## src/rtl/spt_pkg.sv

```systemverilog
package spt_pkg;
    typedef enum logic [1:0] {
        ST_IDLE = 2'd0,
        ST_WACC = 2'd1,
        ST_WRSP = 2'd2
    } spt_state_e;
endpackage

```

## src/rtl/spt_rr_pick.sv

```systemverilog
module spt_rr_pick #(
    parameter int NM = 3,
    localparam int IW = (NM > 1) ? $clog2(NM) : 1
) (
    input  logic [NM-1:0] req,
    input  logic [IW-1:0] ptr,
    output logic          any,
    output logic [IW-1:0] idx
);
    always_comb begin
        any = |req;
        idx = '0;
        // Walk from the farthest candidate back to the pointer so the closest wins.
        for (int k = NM - 1; k >= 0; k--) begin
            int c;
            c = int'(ptr) + k;
            if (c >= NM) c = c - NM;
            if (req[c]) idx = IW'(c);
        end
    end
endmodule

```

## src/rtl/spt_phase_timer.sv

```systemverilog
module spt_phase_timer #(
    parameter int CW = 8
) (
    input  logic          clk,
    input  logic          rst_n,
    input  logic          clr,
    input  logic          run,
    input  logic [CW-1:0] thr,
    output logic          fire
);
    typedef struct packed {
        logic [CW-1:0] cnt;
        logic          fired;
        logic          fire;
    } tmr_t;

    tmr_t t_d, t_q;

    always_comb begin
        t_d      = t_q;
        t_d.fire = 1'b0;
        if (clr) begin
            t_d.cnt   = '0;
            t_d.fired = 1'b0;
        end else if (run) begin
            if (t_q.cnt != '1) t_d.cnt = t_q.cnt + 1'b1;
            if ((thr != '0) && (t_q.cnt == thr) && !t_q.fired) begin
                t_d.fire  = 1'b1;
                t_d.fired = 1'b1;
            end
        end
    end

    always_ff @(posedge clk or negedge rst_n) begin
        if (!rst_n) t_q <= '0;
        else        t_q <= t_d;
    end

    assign fire = t_q.fire;
endmodule

```

## src/rtl/slv_port_tmon.sv

```systemverilog
module slv_port_tmon #(
    parameter int NM      = 3,
    parameter int CW      = 8,
    parameter int DEF_THR = 100,
    localparam int IW = (NM > 1) ? $clog2(NM) : 1
) (
    input  logic          clk,
    input  logic          rst_n,
    input  logic [NM-1:0] m_req,
    output logic [NM-1:0] m_acc,
    output logic [NM-1:0] m_rsp,
    output logic          s_req,
    output logic [IW-1:0] s_sel,
    input  logic          s_acc,
    input  logic          s_rsp,
    input  logic          cfg_we,
    input  logic [1:0]    cfg_addr,
    input  logic [CW-1:0] cfg_wdata,
    output logic [CW-1:0] cfg_rdata,
    output logic          err_pulse
);
    import spt_pkg::*;

    typedef struct packed {
        spt_state_e    st;
        logic [IW-1:0] own;
        logic [IW-1:0] ptr;
        logic [CW-1:0] thr_acc;
        logic [CW-1:0] thr_rsp;
        logic [NM-1:0] sts_acc;
        logic [NM-1:0] sts_rsp;
    } ctl_t;

    ctl_t r_d, r_q;

    logic          pick_any;
    logic [IW-1:0] pick_idx;
    logic          acc_fire, rsp_fire;
    logic [NM-1:0] own_oh;
    logic [NM-1:0] sts_acc_w, sts_rsp_w;

    spt_rr_pick #(.NM(NM)) u_pick (
        .req (m_req),
        .ptr (r_q.ptr),
        .any (pick_any),
        .idx (pick_idx)
    );

    spt_phase_timer #(.CW(CW)) u_tmr_acc (
        .clk  (clk),
        .rst_n(rst_n),
        .clr  (r_q.st != ST_WACC),
        .run  ((r_q.st == ST_WACC) && !s_acc),
        .thr  (r_q.thr_acc),
        .fire (acc_fire)
    );

    spt_phase_timer #(.CW(CW)) u_tmr_rsp (
        .clk  (clk),
        .rst_n(rst_n),
        .clr  (r_q.st != ST_WRSP),
        .run  ((r_q.st == ST_WRSP) && !s_rsp),
        .thr  (r_q.thr_rsp),
        .fire (rsp_fire)
    );

    assign own_oh = NM'(1) << r_q.own;

    always_comb begin
        r_d = r_q;
        unique case (r_q.st)
            ST_IDLE: begin
                if (pick_any) begin
                    r_d.own = pick_idx;
                    r_d.ptr = (pick_idx == IW'(NM - 1)) ? '0 : pick_idx + 1'b1;
                    r_d.st  = ST_WACC;
                end
            end
            ST_WACC: if (s_acc) r_d.st = ST_WRSP;
            ST_WRSP: if (s_rsp) r_d.st = ST_IDLE;
            default: r_d.st = ST_IDLE;
        endcase

        if (cfg_we) begin
            unique case (cfg_addr)
                2'd0:    r_d.thr_acc = cfg_wdata;
                2'd1:    r_d.thr_rsp = cfg_wdata;
                2'd2:    r_d.sts_acc = r_q.sts_acc & ~cfg_wdata[NM-1:0];
                default: r_d.sts_rsp = r_q.sts_rsp & ~cfg_wdata[NM-1:0];
            endcase
        end

        // A timeout that lands in the same cycle as a clearing write survives it.
        if (acc_fire) r_d.sts_acc = r_d.sts_acc | own_oh;
        if (rsp_fire) r_d.sts_rsp = r_d.sts_rsp | own_oh;
    end

    always_ff @(posedge clk or negedge rst_n) begin
        if (!rst_n) begin
            r_q         <= '0;
            r_q.st      <= ST_IDLE;
            r_q.thr_acc <= CW'(DEF_THR);
            r_q.thr_rsp <= CW'(DEF_THR);
        end else begin
            r_q <= r_d;
        end
    end

    always_comb begin
        unique case (cfg_addr)
            2'd0:    cfg_rdata = r_q.thr_acc;
            2'd1:    cfg_rdata = r_q.thr_rsp;
            2'd2:    cfg_rdata = CW'(r_q.sts_acc);
            default: cfg_rdata = CW'(r_q.sts_rsp);
        endcase
    end

    assign s_req     = (r_q.st == ST_WACC);
    assign s_sel     = r_q.own;
    assign m_acc     = ((r_q.st == ST_WACC) && s_acc) ? own_oh : '0;
    assign m_rsp     = ((r_q.st == ST_WRSP) && s_rsp) ? own_oh : '0;
    assign err_pulse = acc_fire | rsp_fire;
    assign sts_acc_w = r_q.sts_acc;
    assign sts_rsp_w = r_q.sts_rsp;
endmodule

```

## config.mk

```make
export PLATFORM = sky130hd
export DESIGN_NAME = slv_port_tmon
export DESIGN_NICKNAME = d
export VERILOG_FILES = /design/src/rtl/spt_pkg.sv /design/src/rtl/spt_rr_pick.sv /design/src/rtl/spt_phase_timer.sv /design/src/rtl/slv_port_tmon.sv
export SDC_FILE = /design/constraint.sdc
export NUM_CORES = 1
export LEC_CHECK = 0
export ABC_AREA = 1
export CORE_MARGIN = 3
export CORE_UTILIZATION = 45
export DETAILED_ROUTE_END_ITERATION = 8
export PLACE_DENSITY_LB_ADDON = 0.08
export SLEW_MARGIN = 20
export SYNTH_ARGS = -nofsm -noshare
export SYNTH_HDL_FRONTEND = slang
export SYNTH_SLANG_ARGS = --single-unit
```

## constraint.sdc

```tcl
create_clock -name clk -period 1.4 [get_ports clk]
set_input_delay 0.14 -clock clk [delete_from_list [all_inputs] [get_ports clk]]
set_output_delay 0.14 -clock clk [all_outputs]
set_load 0.005 [all_outputs]
```

-- After elaboration in Yosys (flattened, before gate mapping)
Cells that the tools add are included.
- register bits: 48
- latch bits: 0
- RAM bits: 0
- ROM bits: 0
- input bits: 18
- output and inout port bits: 18
- logic and storage cells: 118
- memories kept: 0
- add/sub/neg operators: 8
- multipliers: 0
- div/mod/pow operators: 0
- magnitude comparators: 6
- eq/ne operators: 14
- shifts and indexed selects: 1
- muxes and demuxes: 38
- bitwise gates (word level): 6
- reduce and logical (&&, ||, !) cells: 32
- operators with widths (cell ; count):
    < comparator 32 x 4 -> 1 bit (second input constant) ; 3
    two-way mux 32 bit ; 3
    >= comparator 32 x 3 -> 1 bit (second input constant) ; 2
    subtractor 32 x 3 -> 32 bit (second input constant) ; 2
    one-hot mux 8 bit (3 select lines) ; 1
    two-way mux 10 bit ; 2
    two-way mux 3 bit ; 6
    two-way mux 9 bit ; 2
    adder 8 x 1 -> 8 bit (second input constant) ; 2
    == test 8 bit ; 2
    two-way mux 2 bit ; 8
    two-way mux 8 bit ; 2
    inequality test 8 bit (second input constant) ; 2
    nonzero test 8 bit ; 2
    AND reduction 2 bit ; 7
    two-way mux 6 bit ; 2
    nonzero test 2 bit ; 6
    logical AND 1 bit ; 8
    two-way mux 1 bit ; 8
    bitwise AND 3 bit ; 2
    binary-select mux 1 bit (select 2 bit) ; 3
    == test 2 bit (second input constant) ; 3
    inequality test 2 bit (second input constant) ; 3
    bitwise OR 3 bit ; 2
    other kinds (15) ; 22

-- Depth between registers and ports, before layout
- depth after elaboration: 13
- gate-level depth with buffers: 11
- depth with buffers taken out: 11

-- Modules after synthesis
Synthesis repeated with hierarchy kept, for this count alone.
- cell total of the unflattened synthesis: 466
- area, all modules: 3204.3 µm²
- by module, submodules not included (module ; instances ; cells an instance ; area each (µm²) ; sequential area each (µm²)):
    spt_phase_timer ; 2 ; 124 ; 807.0 ; 250.2
    slv_port_tmon ; 1 ; 183 ; 1405.1 ; 708.2
    spt_rr_pick ; 1 ; 35 ; 185.2 ; 0.0

-- Least setup slack after synthesis
Ideal clock, no wire load.
- kind: reg2reg
- start: reg u_tmr_acc.t_q[2] (netlist bit)
- end: reg u_tmr_acc.t_q[7] (netlist bit)
- setup time: 0.123 ns
- arrival: 1.252 ns
- required time: 1.277 ns
- path slack: 0.025 ns
- stages on the path, launching flop included: 10
- path buffers: 1
- period minus slack after synthesis: 1.375 ns
- path through: dfrtp_1 ha_1 nand2_1 nor2_2 nand3_2 nand2_2 inv_2 buf_6 nand4_1 o21ai_1
- longest elaborated chain between the ends: 4
- elaborated cells between the ends (all ways): 7
- those cells by class: add/sub: 1; eq/ne: 1; mux: 3; reduce/logical: 2
- RTL lines (element ; RTL line ; text):
    from (decl) ; spt_phase_timer.sv:17 ; tmr_t t_d, t_q;
    from (signal assigned) ; spt_phase_timer.sv:36 ; else t_q <= t_d;
    adder 8 x 1 -> 8 bit ; spt_phase_timer.sv:26 ; if (t_q.cnt != '1) t_d.cnt = t_q.cnt + 1'b1;
    two-way mux 8 bit ; spt_phase_timer.sv:26 ;
    two-way mux 10 bit ; spt_phase_timer.sv:25 ; end else if (run) begin
    two-way mux 9 bit ; spt_phase_timer.sv:22 ; if (clr) begin
Parallel ways exist; a longest one is shown, timed or not. The select of a mux whose other input is x is not followed.
A chain may end at the register's enable or synchronous reset.

-- Final worst setup path
- start: reg r_q[27] (netlist bit)
- end: out m_rsp[0]
- longest elaborated chain between the ends: 3
- RTL lines (element ; RTL line ; text):
    from (decl) ; slv_port_tmon.sv:34 ; ctl_t r_d, r_q;
    from (signal assigned) ; slv_port_tmon.sv:105 ; r_q <= r_d;
    == test 2 bit ; slv_port_tmon.sv:121 ; assign m_rsp = ((r_q.st == ST_WRSP) && s_rsp) ? own_oh : '0;
    logical AND 1 bit ; slv_port_tmon.sv:121 ;
    two-way mux 3 bit ; slv_port_tmon.sv:121 ;
    to (decl) ; slv_port_tmon.sv:11 ; output logic [NM-1:0] m_rsp,
Every way passes these cells.

==> metrics.txt <==
status=finished, violations left; failing checks=negative setup slack; clock power share=0.179; sequential share of power=0.290; DR iter-0 viols=between 150 and 200; ANT cells=0; gpl congestion=around 0.95; Peak VDD IR=1.38 mV; share of layout cells above drive strength 1=0.350; footprint of the multi-input gates=1770 µm²; leak pwr=2.23 nW; Worst setup EP type=primary output; fmax=0.662 GHz; Logic pwr share=0.530; first-pass GRT wire length=roughly 14000 µm; Final min period=roughly 1500 ps; I/O pin total=36; initial antenna violation count=0; sw power=2.35 mW; clk sink count=48; Die Height=~90 µm; CTS tree=yes; CTS Buf Count=5; Total Power=approximately 6.2 mW; Hold Worst Slack=roughly 320 ps; pwr dens=between 1000 and 1500 nW/µm²; Rows=29; post-synthesis sequential area ratio=0.397; Seq cells post-synth=48; Core Area=roughly 6500 µm²; port bufs=35; Routed Wire Length=8860 µm; GRT Overall Usage=0.230; Root Driver=clkbuf_8; Tcrit/Tclk final=1.08; Switching Share=0.378; Syn Inst Count=about 420; Setup Crit Path Kind=reg -> out; Worst-Skew Late Latency=300 ps; global route total overflow=0; WL/cell=~14 µm; Fin. Hold Viols=0; worst clock skew=about 10 ps; DRC Markers=0; DP Wirelength=between 6000 and 7000 µm; Final Setup Violations=15; hold crit path type=in -> async; vias in the first global route=about 3100; top cells by area, synth=dfrtp_1 35%, nand2_1 13%, inv_1 9.0%, dfstp_2 5.2%, nor2_1 4.6%; register area=about 1200 µm²; # H-tree levels=2; Setup TNS=-650 ps; Syn Area/Cell=approximately 7.2 µm²; largest net degree at the start of global routing=32; TritonRoute pass-1 iters=4; Synthesized Nets=~450; layout overhead on the synthesized area=49.0%; fin nets=between 500 and 600; CP max FO=4; relative slew slack=0.730; via count=about 3300; vias per cell=5.26; Yosys top cell area share=0.345; Slew @ Worst Pin=roughly 400 ps; DRT antenna net count=0; Initial Util=0.471; Fillers=521; CTS clk-pin slew, worst paths=100 ps; Arrival @ worst endpoint=~1400 ps; Worst Path Required=about 1300 ps; Syn. warnings=0; largest buffer count on any clock path=2; Max Cap Viol=0; die width=between 80 and 90 µm; Yosys top cell by area=dfrtp_1; Synth cell types=40; die area=slightly below 8000 µm²; unrepaired setup endpoints after global routing=yes; pins over their slew limit=0; Startpoint Class=register; Final WS setup=-111 ps; synthesized cell area=about 3000 µm²; Internal Pwr Total=a little under 4 mW
## cell type report
type | instances | area share
Sequential cell | 48 | 0.267
Clock buffer | 7 | 0.0212
Clock inverter | 1 | 0.00662
Timing Repair Buffer | 122 | 0.222
Multi-Input combinational cell | 291 | 0.391
Inverter | 79 | 0.0712
Tap cell | 77 | 0.0212
## cell usage after synthesis, drive strengths merged
library cell,n
or2,2
o21ai,46
o211ai,1
nand2,113
inv,79
clkbuf,1
buf,4
o31ai,1
xnor2,1
o21a,1
nand3,26
o32ai,1
dfrtp,42
o2111ai,4
dfstp,6
nor2,42
o22ai,9
nand3b,2
xor2,4
ha,5
nor3,9
nor4,2
a21oi,5
nand4,17
## timing repair
item                                    CTS  global route
cloned                                    0             0
resized for setup                        63            84
hold buffers                              1             0
setup buffers                            10            17
hold endpoints to repair                 42             0
endpoints found under the setup margin   23            38
pin swaps                                 3            28
## kinds of logic after synthesis
kind of cell    synth area share
simple gates               0.323
buf+inv                    0.109
compound gates             0.136
flops                      0.397
xor+xnor                  0.0144
fa+ha+maj                 0.0206
## power groups by stage
stage                     clock, mW  combinational [mW]  sequential, mW
after global placement            0                2.38            1.81
after global routing           1.21                3.62            1.84
final                          1.12                3.30            1.81
after CTS                      1.14                2.58            1.79
after detailed placement          0                2.40            1.81
after floorplan                   0                1.29            1.83
## sequential cells by signal, summed over array words and instances (netlist names)
name and count:
u_tmr_rsp.fire 1, s_sel 2, sts_rsp_w 3, u_tmr_rsp.t_q 9
sts_acc_w 3, u_tmr_acc.fire 1, u_tmr_acc.t_q 9, r_q 20
## final timing paths
check                           depth (start not counted)          endpoint             start  slack (ps)
worst min register to register                          2  u_tmr_rsp.t_q[1]  u_tmr_rsp.t_q[1]         490
worst min-delay path                                    3  u_tmr_acc.t_q[9]             rst_n         320
worst max register to register                         10    u_tmr_rsp.fire           r_q[27]        -110
max in group asynchronous                               3           r_q[16]             rst_n         670
worst max-delay path                                    8          m_rsp[0]           r_q[27]        -110
min in group clk                                        3           r_q[12]      cfg_wdata[6]         390
## metal layers
metal | up-vias | track usage | routed length [µm]
met3 | 10 | 0.0475 | 523
met2 | 119 | 0.351 | 4080
met1 | 1539 | 0.330 | 4150
met4 | 0 | 0.0673 | 99
li1 | 1621 | - | -
met5 | - | 0 | 0
## layout by cell type, fill, tap and decap left out, types with 4 or more instances in the layout
cell type	n
dfrtp_1	41
buf_6	13
nor3_1	4
nand2_4	4
o21ai_1	19
clkbuf_8	7
dlygate4sd2_1	5
buf_2	8
nor2_1	32
nand2_2	12
nor3_4	4
inv_1	60
o21ai_2	5
buf_4	73
nand3_2	4
clkdlybuf4s50_1	15
nand3_1	21
nor2_2	5
nand2_1	95
o21ai_0	22
o22ai_1	6
nand4_1	16
dfstp_2	6
inv_2	13
xor2_1	4
nor2_4	5
a21oi_2	4
## worst max-delay path, cell delays in order (launching register included)
cell and delay [ps]:
dfrtp_1 400, buf_6 110, inv_2 30, nor2_4 110, inv_2 60, nor2_4 90, inv_2 50, nor2_1 90
buf_2 110
## per-stage QoR
step | cells | utilization | setup slack [ps] | instance area (µm²)
2_1_floorplan | 423 | - | 25.1 | 3040
3_3_place_gp | 590 | 0.604 | -447 | 3900
3_5_place_dp | 590 | 0.604 | -495 | 3900
4_1_cts | 609 | 0.640 | -115 | 4140
5_1_grt | 625 | 0.702 | -209 | 4530
6_report | 625 | 0.702 | -111 | 4530
Note: power is estimated with default switching activity, not from simulation.
